--- src/rtl/bus_idle_pdn_pkg.sv ---
package bus_idle_pdn_pkg;
  localparam int unsigned MEM_SEL_W  = 3;
  localparam int unsigned SEL_FLASH  = 0;
  localparam int unsigned SEL_EEPROM = 1;
  localparam int unsigned SEL_SRAM   = 2;
  typedef logic [MEM_SEL_W-1:0] mem_sel_t;
endpackage

--- src/rtl/bip_sync.sv ---
module bip_sync #(
  parameter int unsigned N = 2
) (
  input  logic         clk_i,
  input  logic         rst_ni,
  input  logic [N-1:0] async_i,
  output logic [N-1:0] level_o,
  output logic [N-1:0] edge_o
);
  logic [N-1:0] meta_q, sync_q, prev_q;

  for (genvar g = 0; g < N; g++) begin : g_bit
    always_ff @(posedge clk_i or negedge rst_ni) begin
      if (!rst_ni) begin
        meta_q[g] <= 1'b0;
        sync_q[g] <= 1'b0;
        prev_q[g] <= 1'b0;
      end else begin
        meta_q[g] <= async_i[g];
        sync_q[g] <= meta_q[g];
        prev_q[g] <= sync_q[g];
      end
    end
    assign edge_o[g]  = sync_q[g] ^ prev_q[g];
    assign level_o[g] = sync_q[g];
  end
endmodule

--- src/rtl/bip_idle_timer.sv ---
module bip_idle_timer #(
  parameter int unsigned CNT_W = 4
) (
  input  logic clk_i,
  input  logic rst_ni,
  input  logic en_i,
  input  logic activity_i,
  input  logic hold_clr_i,
  output logic full_o
);
  localparam logic [CNT_W-1:0] CNT_MAX = {CNT_W{1'b1}};

  logic [CNT_W-1:0] cnt_q, cnt_d;
  logic             clr;

  always_comb begin
    clr   = !en_i || activity_i || hold_clr_i;
    cnt_d = cnt_q;
    if (clr)                  cnt_d = '0;
    else if (cnt_q != CNT_MAX) cnt_d = cnt_q + 1'b1;
  end

  always_ff @(posedge clk_i or negedge rst_ni) begin
    if (!rst_ni) cnt_q <= '0;
    else         cnt_q <= cnt_d;
  end

  assign full_o = (cnt_q == CNT_MAX);

  // a detected strobe edge empties the counter
  p_clr_r2: assert property (@(posedge clk_i) disable iff (!rst_ni)
    activity_i |=> (cnt_q == '0));
  // quiet enabled cycles advance by exactly one
  p_step_r2: assert property (@(posedge clk_i) disable iff (!rst_ni)
    (en_i && !activity_i && !hold_clr_i && cnt_q != CNT_MAX) |=> (cnt_q == $past(cnt_q) + 1'b1));
  // saturation, no wrap
  p_sat_r3: assert property (@(posedge clk_i) disable iff (!rst_ni)
    (cnt_q == CNT_MAX && en_i && !activity_i) |=> (cnt_q == CNT_MAX));
  // disabled unit keeps the counter empty
  p_en_r1: assert property (@(posedge clk_i) disable iff (!rst_ni)
    !en_i |=> (cnt_q == '0));
endmodule

--- src/rtl/bip_port_gate.sv ---
module bip_port_gate
  import bus_idle_pdn_pkg::*;
#(
  parameter int unsigned DATA_W = 8,
  parameter int unsigned PER_W  = 8,
  parameter int unsigned MCU_W  = 8
) (
  input  logic              clk_i,
  input  logic              rst_ni,
  input  logic              pdn_i,
  input  mem_sel_t          mem_sel_i,
  input  logic [DATA_W-1:0] data_oe_i,
  input  logic [PER_W-1:0]  periph_oe_i,
  input  logic [MCU_W-1:0]  mcu_io_i,
  output logic              bus_en_o,
  output mem_sel_t          mem_sel_o,
  output logic [DATA_W-1:0] data_oe_o,
  output logic [PER_W-1:0]  periph_oe_o,
  output logic [MCU_W-1:0]  mcu_io_o
);
  logic [MCU_W-1:0] hold_q, hold_d;
  logic             hold_en;

  assign hold_en = !pdn_i;

  always_comb begin
    hold_d = hold_q;
    if (hold_en) hold_d = mcu_io_i;
  end

  always_ff @(posedge clk_i or negedge rst_ni) begin
    if (!rst_ni) hold_q <= '0;
    else         hold_q <= hold_d;
  end

  always_comb begin
    bus_en_o    = !pdn_i;
    mem_sel_o   = pdn_i ? '0 : mem_sel_i;
    data_oe_o   = pdn_i ? '0 : data_oe_i;
    periph_oe_o = pdn_i ? '0 : periph_oe_i;
    mcu_io_o    = pdn_i ? hold_q : mcu_io_i;
  end

  // processor I/O frozen across consecutive power-down cycles
  p_hold_r8: assert property (@(posedge clk_i) disable iff (!rst_ni)
    (pdn_i && $past(pdn_i)) |-> $stable(mcu_io_o));
endmodule

--- src/rtl/bus_idle_pdn.sv ---
module bus_idle_pdn
  import bus_idle_pdn_pkg::*;
#(
  parameter int unsigned CNT_W  = 4,
  parameter int unsigned DATA_W = 8,
  parameter int unsigned PER_W  = 8,
  parameter int unsigned MCU_W  = 8,
  parameter int unsigned PLD_W  = 8
) (
  input  logic              clk_i,
  input  logic              rst_n,
  input  logic              enable_i,
  input  logic              clk_block_i,
  input  logic              strobe_i,
  input  logic              csel_n_i,
  input  logic [2:0]        mem_sel_i,
  input  logic [DATA_W-1:0] data_oe_i,
  input  logic [PER_W-1:0]  periph_oe_i,
  input  logic [MCU_W-1:0]  mcu_io_i,
  input  logic [PLD_W-1:0]  pld_i,
  output logic              pdn_o,
  output logic              bus_en_o,
  output logic [2:0]        mem_sel_o,
  output logic [DATA_W-1:0] data_oe_o,
  output logic [PER_W-1:0]  periph_oe_o,
  output logic [MCU_W-1:0]  mcu_io_o,
  output logic [PLD_W-1:0]  pld_o,
  output logic              pld_clk_en_o
);
  localparam int unsigned SYNC_N  = 2;
  localparam int unsigned IDX_STB = 0;
  localparam int unsigned IDX_CS  = 1;

  logic              rst_meta_q, rst_q;
  logic [SYNC_N-1:0] sync_lvl, sync_edge;
  logic              idle_full, cs_high, pdn;

  // reset: asynchronous assert, synchronized release
  always_ff @(posedge clk_i or negedge rst_n) begin
    if (!rst_n) begin
      rst_meta_q <= 1'b0;
      rst_q      <= 1'b0;
    end else begin
      rst_meta_q <= 1'b1;
      rst_q      <= rst_meta_q;
    end
  end

  bip_sync #(.N(SYNC_N)) u_sync (
    .clk_i   (clk_i),
    .rst_ni  (rst_q),
    .async_i ({csel_n_i, strobe_i}),
    .level_o (sync_lvl),
    .edge_o  (sync_edge)
  );

  assign cs_high = sync_lvl[IDX_CS];

  bip_idle_timer #(.CNT_W(CNT_W)) u_timer (
    .clk_i      (clk_i),
    .rst_ni     (rst_q),
    .en_i       (enable_i),
    .activity_i (sync_edge[IDX_STB]),
    .hold_clr_i (cs_high),
    .full_o     (idle_full)
  );

  assign pdn = enable_i && (idle_full || cs_high) && rst_n;

  bip_port_gate #(.DATA_W(DATA_W), .PER_W(PER_W), .MCU_W(MCU_W)) u_gate (
    .clk_i       (clk_i),
    .rst_ni      (rst_q),
    .pdn_i       (pdn),
    .mem_sel_i   (mem_sel_i),
    .data_oe_i   (data_oe_i),
    .periph_oe_i (periph_oe_i),
    .mcu_io_i    (mcu_io_i),
    .bus_en_o    (bus_en_o),
    .mem_sel_o   (mem_sel_o),
    .data_oe_o   (data_oe_o),
    .periph_oe_o (periph_oe_o),
    .mcu_io_o    (mcu_io_o)
  );

  assign pdn_o        = pdn;
  assign pld_o        = pld_i;
  assign pld_clk_en_o = !clk_block_i;

  // no memory select and no bus path during power-down
  p_sel_r7: assert property (@(posedge clk_i) disable iff (!rst_q)
    pdn_o |-> (mem_sel_o == '0 && !bus_en_o));
  // data and peripheral drivers released during power-down
  p_tri_r9: assert property (@(posedge clk_i) disable iff (!rst_q)
    pdn_o |-> (data_oe_o == '0 && periph_oe_o == '0));
  // logic-array outputs never gated
  p_pld_r8: assert property (@(posedge clk_i) disable iff (!rst_q)
    pld_o == pld_i);
endmodule

--- config.mk ---
export PLATFORM = sky130hd
export DESIGN_NAME = bus_idle_pdn
export DESIGN_NICKNAME = d
export VERILOG_FILES = /design/src/rtl/bus_idle_pdn_pkg.sv /design/src/rtl/bip_sync.sv /design/src/rtl/bip_idle_timer.sv /design/src/rtl/bip_port_gate.sv /design/src/rtl/bus_idle_pdn.sv
export SDC_FILE = /design/constraint.sdc
export NUM_CORES = 1
export LEC_CHECK = 0
export ABC_CLOCK_PERIOD_IN_PS = 5200
export BUFFER_PORTS_ARGS = -buffer_cell sky130_fd_sc_hd__buf_2
export CORE_MARGIN = 3
export CORE_UTILIZATION = 39
export DETAILED_ROUTE_END_ITERATION = 16
export PLACE_DENSITY = 0.8
export SLEW_MARGIN = 20
export SYNTH_ARGS = -nofsm -noshare
export SYNTH_HDL_FRONTEND = slang
export SYNTH_SLANG_ARGS = --single-unit
--- constraint.sdc ---
create_clock -name clk_i -period 5.2 [get_ports clk_i]
set_input_delay 1.3 -clock clk_i [delete_from_list [all_inputs] [get_ports clk_i]]
set_output_delay 1.3 -clock clk_i [all_outputs]
set_load 0.02 [all_outputs]
# Word-level counts from Yosys, hierarchy flattened
# Cells that the tools add are included.
# totals
ff_bits	19
inputBits	41
out_inout_bits	38
word_cells	28
# classes
add_sub_neg	1
eq_ne	2
muxes	6
bitwise	1
reduce_logical	9
# ops
op	count
$mux 8	3
$mux 4	2
$add 4x1->4 const B	1
$eq 4x4->1 const B	1
$ne 4x4->1 const B	1
$logic_not 1->1	3
$logic_or 1x1->1	3
$mux 3	1
$logic_and 1x1->1	2
$reduce_bool 2->1	1
$xor 1x1->1	1

# Depth between registers and ports, before layout
# Gate-level depths: netlist (run 1).
# depth
depth_word	5
ltp_mapped	6
mapped_depth_nobuf	4

# Hierarchy
# From an unflattened synthesis (run 1), not the netlist that was laid out.
# hier_totals
cells_unflattened	81
hier_area_um2	985.9
# modules_own_cells
module	instances	cells_each	area_per_inst_um2	seq_area_each_um2
bip_port_gate	1	39	476.7	200.2
bip_idle_timer	1	21	214.0	100.1
bip_sync	1	8	167.7	150.1
bus_idle_pdn	1	13	127.6	50.0

# Least setup slack after synthesis (run 1)
# Ideal clock, no wire load.
# synth_timing
kind	input -> output
startpoint	input port rst_n
endpoint	output port mem_sel_o[1]
t_arrival_ns	2.032
path_slack_ns	1.868
cell_stages	5
path_cell_list	nand2_1 > a21oi_2 > buf_6 > buf_4 > nor2b_1
# synth_between
elab_chain_len	2
# synth_lines
item	line	source
from (decl)	bus_idle_pdn.sv:11	input logic rst_n,
$logic_and 1x1->1	bus_idle_pdn.sv:68	assign pdn = enable_i && (idle_full || cs_high) && rst_n;
named net pdn_o	bus_idle_pdn.sv:21	output logic pdn_o,
$mux 3	bip_port_gate.sv:38	mem_sel_o = pdn_i ? '0 : mem_sel_i;
to (decl)	bus_idle_pdn.sv:23	output logic [2:0] mem_sel_o,
# The timed path passes the listed nets, and every way through them passes these cells.

# Worst setup path in the final report (run 1)
# layout_timing
startpoint	input port rst_n
endpoint	output port mcu_io_o[0]
# layout_between
elab_chain_len	2
# layout_lines
item	line	source
$logic_and 1x1->1	bus_idle_pdn.sv:68	
$mux 8	bip_port_gate.sv:41	mcu_io_o = pdn_i ? hold_q : mcu_io_i;
to (decl)	bus_idle_pdn.sv:26	output logic [MCU_W-1:0] mcu_io_o,
# No other way between the ends.

==> impl_metrics.py, run 1 <==
metrics = {
    "outcome": {
        "status": "complete, no violations",
    },
    "setup_path": {
        "rrSetupSlack_ps": 3160,
        "crit_family": "compound AO/OA/AOI/OAI gates",
        "cp.required_ps": 3900,
        "arrival_ps": 2700,
        "crit_path_end_kind": "primary output",
        "crit_slowest_cell": "a21oi_2",
        "crit_buf_inv": 2,
        "cp-start-kind": "primary input",
        "crit_top_cell": "buf_2",
        "critical_path.max_stage_delay_ps": 630,
        "cp_max_fo": 20,
        "crit_chain": "buf_2, nand2_1, a21oi_2, mux2_2, buf_2",
        "crit_type": "primary input to primary output",
    },
    "placement": {
        "dp_hpwl_um": 1610,
        "port_buffers": 62,
        "dpl-instance-area_um2": 1170,
        "place.gp.congestion": 0.663,
        "place_ws_ps": 1170,
    },
    "sta": {
        "maxSlewHeadroom_pct": 42.3,
        "max_freq_mhz": 250,
        "finalHoldViolations": 0,
        "fin_tns_setup_ps": 0,
        "setup_violations": 0,
        "layout_setup_ws_ps": 1200,
        "post-route-period-util_pct": 77.0,
        "worst_pin_slew_ps": 866,
        "period_needed_ps": 4000,
        "rsz0062_at_grt": "no",
        "clock_skew_ps": 4.57,
        "drv_slew": 0,
    },
    "power": {
        "vdd_drop_max_uv": 182,
        "p_per_area_nw_per_um2": 248,
        "leakage_nw": 0.632,
    },
    "synth": {
        "ys_warn_count": 0,
        "syn_inst": 79,
        "ys_seq_area_share_pct": 52.9,
        "ys_ff_latch": 19,
        "synth_area_leaders": "dfrtp_1 53%, nor2b_1 13%, mux2_2 10%",
        "syn_nets": 121,
        "syn_area_per_cell_um2": 11.4,
        "ys_types": 19,
        "syn_area_um2": 898,
        "netlist.area_leader.share_pct": 52.9,
        "yosys.area.top_type": "dfrtp_1",
    },
    "clocking": {
        "ctsRootBufferMaster": "clkbuf_4",
        "clkTransAtPathRegs_ps": 110,
        "clock_latency_ps": 290,
        "post_cts_buffers": 0,
        "htreeDepth": 1,
        "cts_tree": "done",
        "cts_buffers": 3,
        "postCtsResizedCells": 0,
        "cts_hold_buf": 0,
        "clock_sink_count": 19,
        "clockBufferDepth": 2,
    },
    "global_routing": {
        "grt_max_degree": 21,
        "grt_pass1_vias": 724,
        "grt_usage_pct": 13.3,
        "gr-total-overflow": 0,
        "antenna_found_initial": 0,
        "grt_pass1_wl_um": 2840,
    },
    "final_layout": {
        "num-fill-cells": 192,
        "drive_gt1_share_pct": 57.0,
        "syn_to_final_growth_pct": 33.1,
        "n_antenna_cell": 0,
        "fin_area_um2": 1200,
        "layout.nets": 178,
        "fin_util_pct": 58.0,
    },
    "drt": {
        "wl_per_cell_um": 11.7,
        "drc_errors": 0,
        "viasPerCell": 4.50,
        "ant_nets": 0,
        "dr.pass1.iters": 3,
        "vias": 729,
        "drt-initial-drc-count": 1,
        "drt-total-wl_um": 1900,
    },
    "floorplan": {
        "start_util_pct": 43.6,
        "die_w_um": 54.0,
        "core_area_um2": 2060,
        "core.rowCount": 16,
        "pin_count": 79,
        "fp.dieH_um": 54.0,
        "dieArea_um2": 2920,
    },
    "worst_hold_path": {
        "min_path_type": "flop to async pin",
    },
    "flow_run": {
        "drv_cap": 0,
    },
}
worst register-to-register path, cell delays in order (launching register included):
cell,delay (ps)
dfrtp_1,420
ha_1,240
nand3_2,140
a21oi_2,690
mux2_2,440
sequential cells by signal, indices dropped and copies added, names as in the netlist:
register        count
u_gate.hold_q       8
u_timer.cnt_q       4
u_sync.level_o      2
u_sync.meta_q       2
rst_meta_q          1
rst_q               1
u_sync.prev_q       1
cells in the mapped netlist (all sizes together):
master and count:
a21oi 1, a31oi 1, buf 11, conb 1, dfrtp 19, ha 1, inv 3, mux2 8
mux2i 1, nand2 2, nand3 3, nor2 4, nor2b 19, nor3 2, nor3b 1, xnor2 2
metrics by stage:
step | power [W] | hold slack (ps) | std cells
6_report | 0.000297 | 273 | 162
5_1_grt | 0.000314 | 323 | 162
4_1_cts | 0.000302 | 301 | 162
3_5_place_dp | 0.000229 | 291 | 158
3_3_place_gp | 0.000228 | 278 | 158
2_1_floorplan | 0.000210 | 213 | 79
cell type report:
type	count	area [um2]	area share, %
clock buffers	3	22.5	1.88
multi-input cells	46	328	27.4
well taps	27	33.8	2.82
repair buffers	63	318	26.6
inverters	3	11.3	0.941
clock inverters	1	7.51	0.628
flip-flops and latches	19	475	39.7
worst paths after layout:
| kind | depth (start not counted) | to | start |
|---|---|---|---|
| max | 5 | mcu_io_o[0] | rst_n |
| min | 0 | u_timer.cnt_q[3]$_DFFE_PN0P_ | rst_q$_DFF_PN0_ |
| max reg2reg | 4 | u_gate.hold_q[0]$_DFF_PN0_ | u_timer.cnt_q[0]$_DFFE_PN0P_ |
| min reg2reg | 0 | u_timer.cnt_q[3]$_DFFE_PN0P_ | rst_q$_DFF_PN0_ |
| max in group asynchronous | 1 | rst_q$_DFF_PN0_ | rst_n |
| min in group clk_i | 0 | u_sync.level_o[1]$_DFF_PN0_ | u_sync.meta_q[1]$_DFF_PN0_ |
cells by family after synthesis:
kind of cell    after synthesis  synth area share (%)
xor+xnor                      2                  1.95
mux                           9                  11.1
other cells                   1                 0.417
simple gates                 31                  19.9
flops                        19                  52.9
fa+ha+maj                     1                  1.39
compound gates                2                  1.67
buf+inv                      14                  10.6
report_power, final:
| part | internal, W | switching, W | total [W] |
|---|---|---|---|
| registers | 0.000155 | 0.00000482 | 0.000160 |
| clock network | 0.0000292 | 0.0000429 | 0.0000720 |
| logic | 0.0000286 | 0.0000364 | 0.0000650 |
placed cells by master (no fill, tap or decap):
master | Yosys | final
buf_2 | 1 | 62
nor2b_1 | 19 | 19
dfrtp_1 | 19 | 19
mux2_2 | 8 | 8
nor2_1 | 4 | 4
inv_1 | 3 | 3
clkbuf_4 | 0 | 3
nand2_1 | 2 | 2
xnor2_1 | 2 | 2
nand3_1 | 2 | 2
nor3_1 | 2 | 2
nand3_2 | 1 | 1
a21oi_2 | 1 | 1
mux2i_1 | 1 | 1
nor3b_1 | 1 | 1
a31oi_1 | 1 | 1
ha_1 | 1 | 1
clkinvlp_4 | 0 | 1
buf_4 | 9 | 1
conb_1 | 1 | 1
per-layer routing:
layer / part of all wire, % / wire [um] / GRT usage [%] / vias to the layer above
met5: 0 / 0 / 0 / -
met4: 0.53 / 10 / 4.56 / 0
met3: 12 / 225 / 1.66 / 4
met2: 54 / 1030 / 27.0 / 41
met1: 33 / 634 / 13.4 / 332
li1: - / - / - / 352
Power figures use the tool's default switching activity.
==> run 2, diff against run 1 <==
ABC_CLOCK_PERIOD_IN_PS = 4150   (was 5200)
CORE_UTILIZATION = 37   (was 39)
PLACE_DENSITY = 0.76   (was 0.8)
clock period = 4.15 ns   (was 5.2 ns; I/O delays follow)
==> impl_metrics.py, run 2 (synthesis gave the netlist of run 1 again) <==
metrics = {
    "setup_path": {
        "cp.required_ps": 3110,
        "crit_buf_inv": 2,
        "crit_type": "primary input to primary output",
        "crit_path_end_kind": "primary output",
        "critical_path.max_stage_delay_ps": 400,
        "cp-start-kind": "primary input",
        "arrival_ps": 2140,
        "crit_chain": "buf_2, nand2_1, a21oi_2, mux2_2, buf_2",
        "crit_slowest_cell": "mux2_2",
        "cp_max_fo": 9,
        "crit_family": "multiplexers",
        "crit_top_cell": "buf_2",
    },
    "final_layout": {
        "drive_gt1_share_pct": 57.0,
        "mostFrequentLayoutCell": "buf_2",
        "layout.nets": 178,
        "n_antenna_cell": 0,
        "top_register": "u_gate.hold_q",
        "final_cell_mix": "62 x buf_2, 19 x nor2b_1, 19 x dfrtp_1, 8 x mux2_2, 4 x nor2_1",
        "syn_to_final_growth_pct": 33.0,
        "seqCellArea_um2": 475,
        "multi_input_area_um2": 328,
        "largest_reg_flops": 8,
        "largestRegisters": "u_gate.hold_q (8), u_timer.cnt_q (4)",
        "num-fill-cells": 215,
        "fin_area_um2": 1190,
    },
    "clocking": {
        "post_cts_buffers": 0,
        "cts_tree": "done",
        "clkTransAtPathRegs_ps": 110,
        "ctsRootBufferMaster": "clkbuf_4",
        "clock_sink_count": 19,
        "cts_buffers": 3,
        "htreeDepth": 1,
        "clockBufferDepth": 2,
        "cts_hold_buf": 0,
        "postCtsResizedCells": 0,
        "clock_latency_ps": 290,
    },
    "power": {
        "vdd_drop_max_uv": 268,
        "p_per_area_nw_per_um2": 310,
        "leakage_nw": 0.635,
    },
    "sta": {
        "period_needed_ps": 3180,
        "fin_tns_setup_ps": 0,
        "setup_violations": 0,
        "maxSlewHeadroom_pct": 57.2,
        "rsz0062_at_grt": "no",
        "post-route-period-util_pct": 76.6,
        "worst_pin_slew_ps": 643,
        "max_freq_mhz": 315,
        "holdWs_ps": 271,
        "clock_skew_ps": 6.34,
        "drv_slew": 0,
        "finalHoldViolations": 0,
    },
    "global_routing": {
        "gr-total-overflow": 0,
        "grt_max_degree": 22,
        "grt_pass1_vias": 708,
        "grt_usage_pct": 11.6,
        "grt_pass1_wl_um": 2930,
        "antenna_found_initial": 0,
    },
    "drt": {
        "vias": 726,
        "drc_errors": 0,
        "dr.pass1.iters": 2,
        "viasPerCell": 4.45,
        "drt-initial-drc-count": 29,
        "wl_per_cell_um": 10.8,
        "ant_nets": 0,
        "drt-total-wl_um": 1770,
    },
    "outcome": {
        "status": "complete, no violations",
    },
    "placement": {
        "place.gp.congestion": 0.738,
        "dpl-instance-area_um2": 1170,
        "port_buffers": 62,
        "dp_hpwl_um": 1470,
    },
    "floorplan": {
        "core.rowCount": 17,
        "fp.dieH_um": 55.3,
        "die_w_um": 55.3,
        "dieArea_um2": 3060,
        "start_util_pct": 39.8,
        "core_area_um2": 2250,
        "pin_count": 79,
    },
    "worst_hold_path": {
        "min_path_type": "flop to async pin",
    },
    "flow_run": {
        "drv_cap": 0,
    },
}
## run 2: worst reg2reg max path: cells and delay by family (launching register included)
kind                       cells  cell delay (ps)
muxes                          1              400
adders and majority gates      1              260
AOI/OAI and AO/OA              1              430
DFF                            1              430
and+or+nand+nor                1              150
## run 2: layout make-up
cell class | count | area share (%)
Sequential cell | 19 | 39.8
Multi-Input combinational cell | 46 | 27.4
Timing Repair Buffer | 63 | 26.6
Tap cell | 28 | 2.93
Clock buffer | 3 | 1.88
Inverter | 3 | 0.942
Clock inverter | 1 | 0.419
## run 2: final timing paths
check                                        startpoint                           end  slack (ps)  cells after the start
hold / removal                          rst_q$_DFF_PN0_  u_timer.cnt_q[2]$_DFFE_PN0P_         270                      0
max in group asynchronous               rst_q$_DFF_PN0_    u_gate.hold_q[5]$_DFF_PN0_        3460                      0
hold reg to reg                         rst_q$_DFF_PN0_  u_timer.cnt_q[2]$_DFFE_PN0P_         270                      0
setup reg to reg           u_timer.cnt_q[0]$_DFFE_PN0P_    u_gate.hold_q[1]$_DFF_PN0_        2370                      4
setup / recovery                                  rst_n                   mcu_io_o[1]         970                      5
min in group clk_i           u_sync.meta_q[0]$_DFF_PN0_   u_sync.level_o[0]$_DFF_PN0_         360                      0
## run 2: metal layers
| metal | global-route usage, % | share of wire, % |
|---|---|---|
| met5 | 0 | 0 |
| met4 | 4.51 | 0 |
| met3 | 5.37 | 16 |
| met2 | 20.1 | 47 |
| met1 | 12.1 | 36 |
## run 2: report_power, final
part / switching (W) / internal (W) / total, W
Combinational: 0.0000443 / 0.0000357 / 0.0000800
Sequential: 0.00000604 / 0.000195 / 0.000201
Clock: 0.0000535 / 0.0000358 / 0.0000893
Total: 0.000104 / 0.000266 / 0.000370
## run 2: through the flow
stage / setup slack, ps / total power, W / utilization, % / std cells
floorplan: 1340 / 0.000263 / - / 79
global placement: 966 / 0.000284 / 51.8 / 159
detailed placement: 947 / 0.000286 / 51.8 / 159
CTS: 944 / 0.000378 / 53.0 / 163
global route: 827 / 0.000393 / 53.0 / 163
finish: 971 / 0.000370 / 53.0 / 163
==> run 3, diff against run 2 <==
ABC_AREA = 1   (was default)
ABC_CLOCK_PERIOD_IN_PS = 3330   (was 4150)
CORE_UTILIZATION = 39   (was 37)
clock period = 3.33 ns   (was 4.15 ns; I/O delays follow)
==> impl_metrics.py, run 3 <==
metrics = {
    "final_layout": {
        "layoutNonFillerInstCount": 213,
        "top_register": "u_gate.hold_q",
        "largestRegisters": "u_gate.hold_q (8), u_timer.cnt_q (4)",
        "mostFrequentLayoutCell": "buf_2",
        "drive_gt1_share_pct": 40.5,
        "layout.nets": 228,
        "n_antenna_cell": 0,
        "fin_util_pct": 55.5,
        "syn_to_final_growth_pct": 28.0,
        "num-fill-cells": 229,
        "final_cell_mix": "62 x buf_2, 29 x nand2_1, 26 x inv_1, 20 x nor2_1, 19 x dfrtp_1",
        "largest_reg_flops": 8,
    },
    "synth": {
        "syn_area_um2": 1010,
        "ys_seq_area_share_pct": 46.9,
        "synth.most_common_cell": "nand2_1",
        "synth_edf_count": 0,
        "async_flop_share_pct": 100,
        "syn_inst": 129,
        "syn_nets": 171,
        "ys.flop_type": "dfrtp_1",
        "netlist_top_cells_count": "29 x nand2_1, 26 x inv_1, 20 x nor2_1",
        "ys_warn_count": 0,
        "syn_area_per_cell_um2": 7.86,
        "netlist.area_leader.share_pct": 46.9,
        "yosys.area.top_type": "dfrtp_1",
        "synth_area_leaders": "dfrtp_1 47%, nand2_1 11%, inv_1 9.6%",
        "ys_ff_latch": 19,
        "ys_types": 18,
    },
    "placement": {
        "place_ws_ps": 848,
        "dp_hpwl_um": 1760,
        "dp_cells": 209,
        "port_buffers": 62,
        "place.gp.congestion": 0.767,
    },
    "clocking": {
        "clkTransAtPathRegs_ps": 110,
        "clock_latency_ps": 290,
        "post_cts_buffers": 0,
        "postCtsResizedCells": 0,
        "cts_tree": "done",
        "cts_buffers": 3,
        "cts_hold_buf": 0,
        "clockBufferDepth": 2,
        "ctsRootBufferMaster": "clkbuf_4",
        "htreeDepth": 1,
        "clock_sink_count": 19,
    },
    "setup_path": {
        "crit_path_end_kind": "primary output",
        "critPathLaunch": "u_timer.cnt_q[0]$_DFFE_PN0P_",
        "crit_buf_inv": 2,
        "crit_family": "simple AND/OR/NAND/NOR gates",
        "rrSetupSlack_ps": 2020,
        "r2r_cells": 6,
        "cp.required_ps": 2500,
        "crit_slowest_cell": "dfrtp_1",
        "cp_max_fo": 20,
        "crit_type": "flop to primary output",
        "regToRegStartpoint": "u_timer.cnt_q[0]$_DFFE_PN0P_",
        "critical_path.max_stage_delay_ps": 410,
        "reg2reg_to": "u_gate.hold_q[3]$_DFF_PN0_",
        "crit_chain": "ha_1, nand3_2, nand2_4, nand2_8, inv_6, nor2_1, buf_2",
        "cp-start-kind": "flop",
        "arrival_ps": 1710,
    },
    "floorplan": {
        "start_util_pct": 43.3,
        "die_w_um": 57.0,
        "core_area_um2": 2340,
        "dieArea_um2": 3250,
        "fp.dieH_um": 57.0,
        "pin_count": 79,
        "core.rowCount": 17,
    },
    "sta": {
        "layout_setup_ws_ps": 789,
        "setup_violations": 0,
        "worst_pin_slew_ps": 646,
        "max_freq_mhz": 394,
        "post-route-period-util_pct": 76.3,
        "period_needed_ps": 2540,
        "finalHoldViolations": 0,
        "rsz0062_at_grt": "no",
        "holdWs_ps": 274,
        "drv_slew": 0,
        "clock_skew_ps": 12.7,
        "maxSlewHeadroom_pct": 56.9,
        "fin_tns_setup_ps": 0,
    },
    "drt": {
        "vias": 924,
        "viasPerCell": 4.34,
        "dr.pass1.iters": 4,
        "drt-initial-drc-count": 20,
        "wl_per_cell_um": 9.93,
        "drt-total-wl_um": 2120,
        "ant_nets": 0,
        "drc_errors": 0,
    },
    "global_routing": {
        "gr-total-overflow": 0,
        "grt_pass1_wl_um": 3420,
        "grt_usage_pct": 12.7,
        "grt_pass1_vias": 825,
        "antenna_found_initial": 0,
        "grt_max_degree": 21,
    },
    "worst_hold_path": {
        "min_path_type": "flop to async pin",
    },
    "power": {
        "p_per_area_nw_per_um2": 367,
        "vdd_drop_max_uv": 310,
        "leakage_nw": 0.785,
    },
    "flow_run": {
        "drv_cap": 0,
    },
    "outcome": {
        "status": "complete, no violations",
    },
}
[run 3: changes by cell type after synthesis, moves of 2 or more]
cell     previous run  this run
a21oi_1             0         2
inv_1               3        26
nand2_1             2        29
mux2_2              8         0
nor2b_1            19         0
xnor2_1             2         0
nor2_1              4        20
nor3_1              2         0
nor2_2              0         4
nand3_1             2        11
[run 3: kinds of logic (layout without fill, tap and decap cells)]
kind of cell,Yosys count,after routing,share of synthesized area [%]
AO/OA/AOI/OAI,3,3,1.48
adder cells (fa/ha/maj),1,1,1.23
buffers and inverters,38,94,19.9
flip-flops,19,19,46.9
other,1,1,0.370
AND/OR/NAND/NOR,67,67,30.1
[run 3: power by group]
part	total, W	internal [W]	switching, W
sequential	0.000251	0.000243	0.00000816
clock	0.000114	0.0000456	0.0000685
combinational	0.000111	0.0000420	0.0000687
[run 3: worst max-delay path by stage]
stage          cells past startpoint  slack, ps      endpoint
5_1_grt                            7        630  data_oe_o[5]
6_report                           7        790  data_oe_o[1]
3_5_place_dp                       7        850  data_oe_o[3]
4_1_cts                            7        770  data_oe_o[5]
3_3_place_gp                       7        890  data_oe_o[1]
2_1_floorplan                      6        930  mem_sel_o[0]
[run 3: layout make-up]
cell class                      instances  area (um2)  share of cell area [%]
Inverter                               28         110                    8.49
Sequential cell                        19         475                    36.6
Tap cell                               28        35.0                    2.70
Clock buffer                            3        22.5                    1.74
Timing Repair Buffer                   62         310                    23.9
Clock inverter                          1        7.51                   0.579
Multi-Input combinational cell         72         337                    25.9
[run 3: stage by stage]
stage | instance area, um2 | power (W)
after detailed placement | 1270 | 0.000368
final | 1300 | 0.000476
after global routing | 1300 | 0.000503
after CTS | 1300 | 0.000485
after global placement | 1270 | 0.000366
after floorplan | 1010 | 0.000337
[run 3: worst register-to-register path: stages (launching register included)]
cell and delay, ps:
dfrtp_1 410, ha_1 240, nand3_2 140, nand2_4 170
nand2_8 100, nand2_1 70, nand2_1 60
[run 3: layer usage]
| layer | global-route usage [%] | up-vias | routed length [um] |
|---|---|---|---|
| li1 | - | 478 | - |
| met1 | 15.4 | 399 | 798 |
| met2 | 23.8 | 47 | 1100 |
| met3 | 2.04 | 0 | 218 |
| met4 | 1.99 | 0 | 0 |
| met5 | 0 | - | 0 |
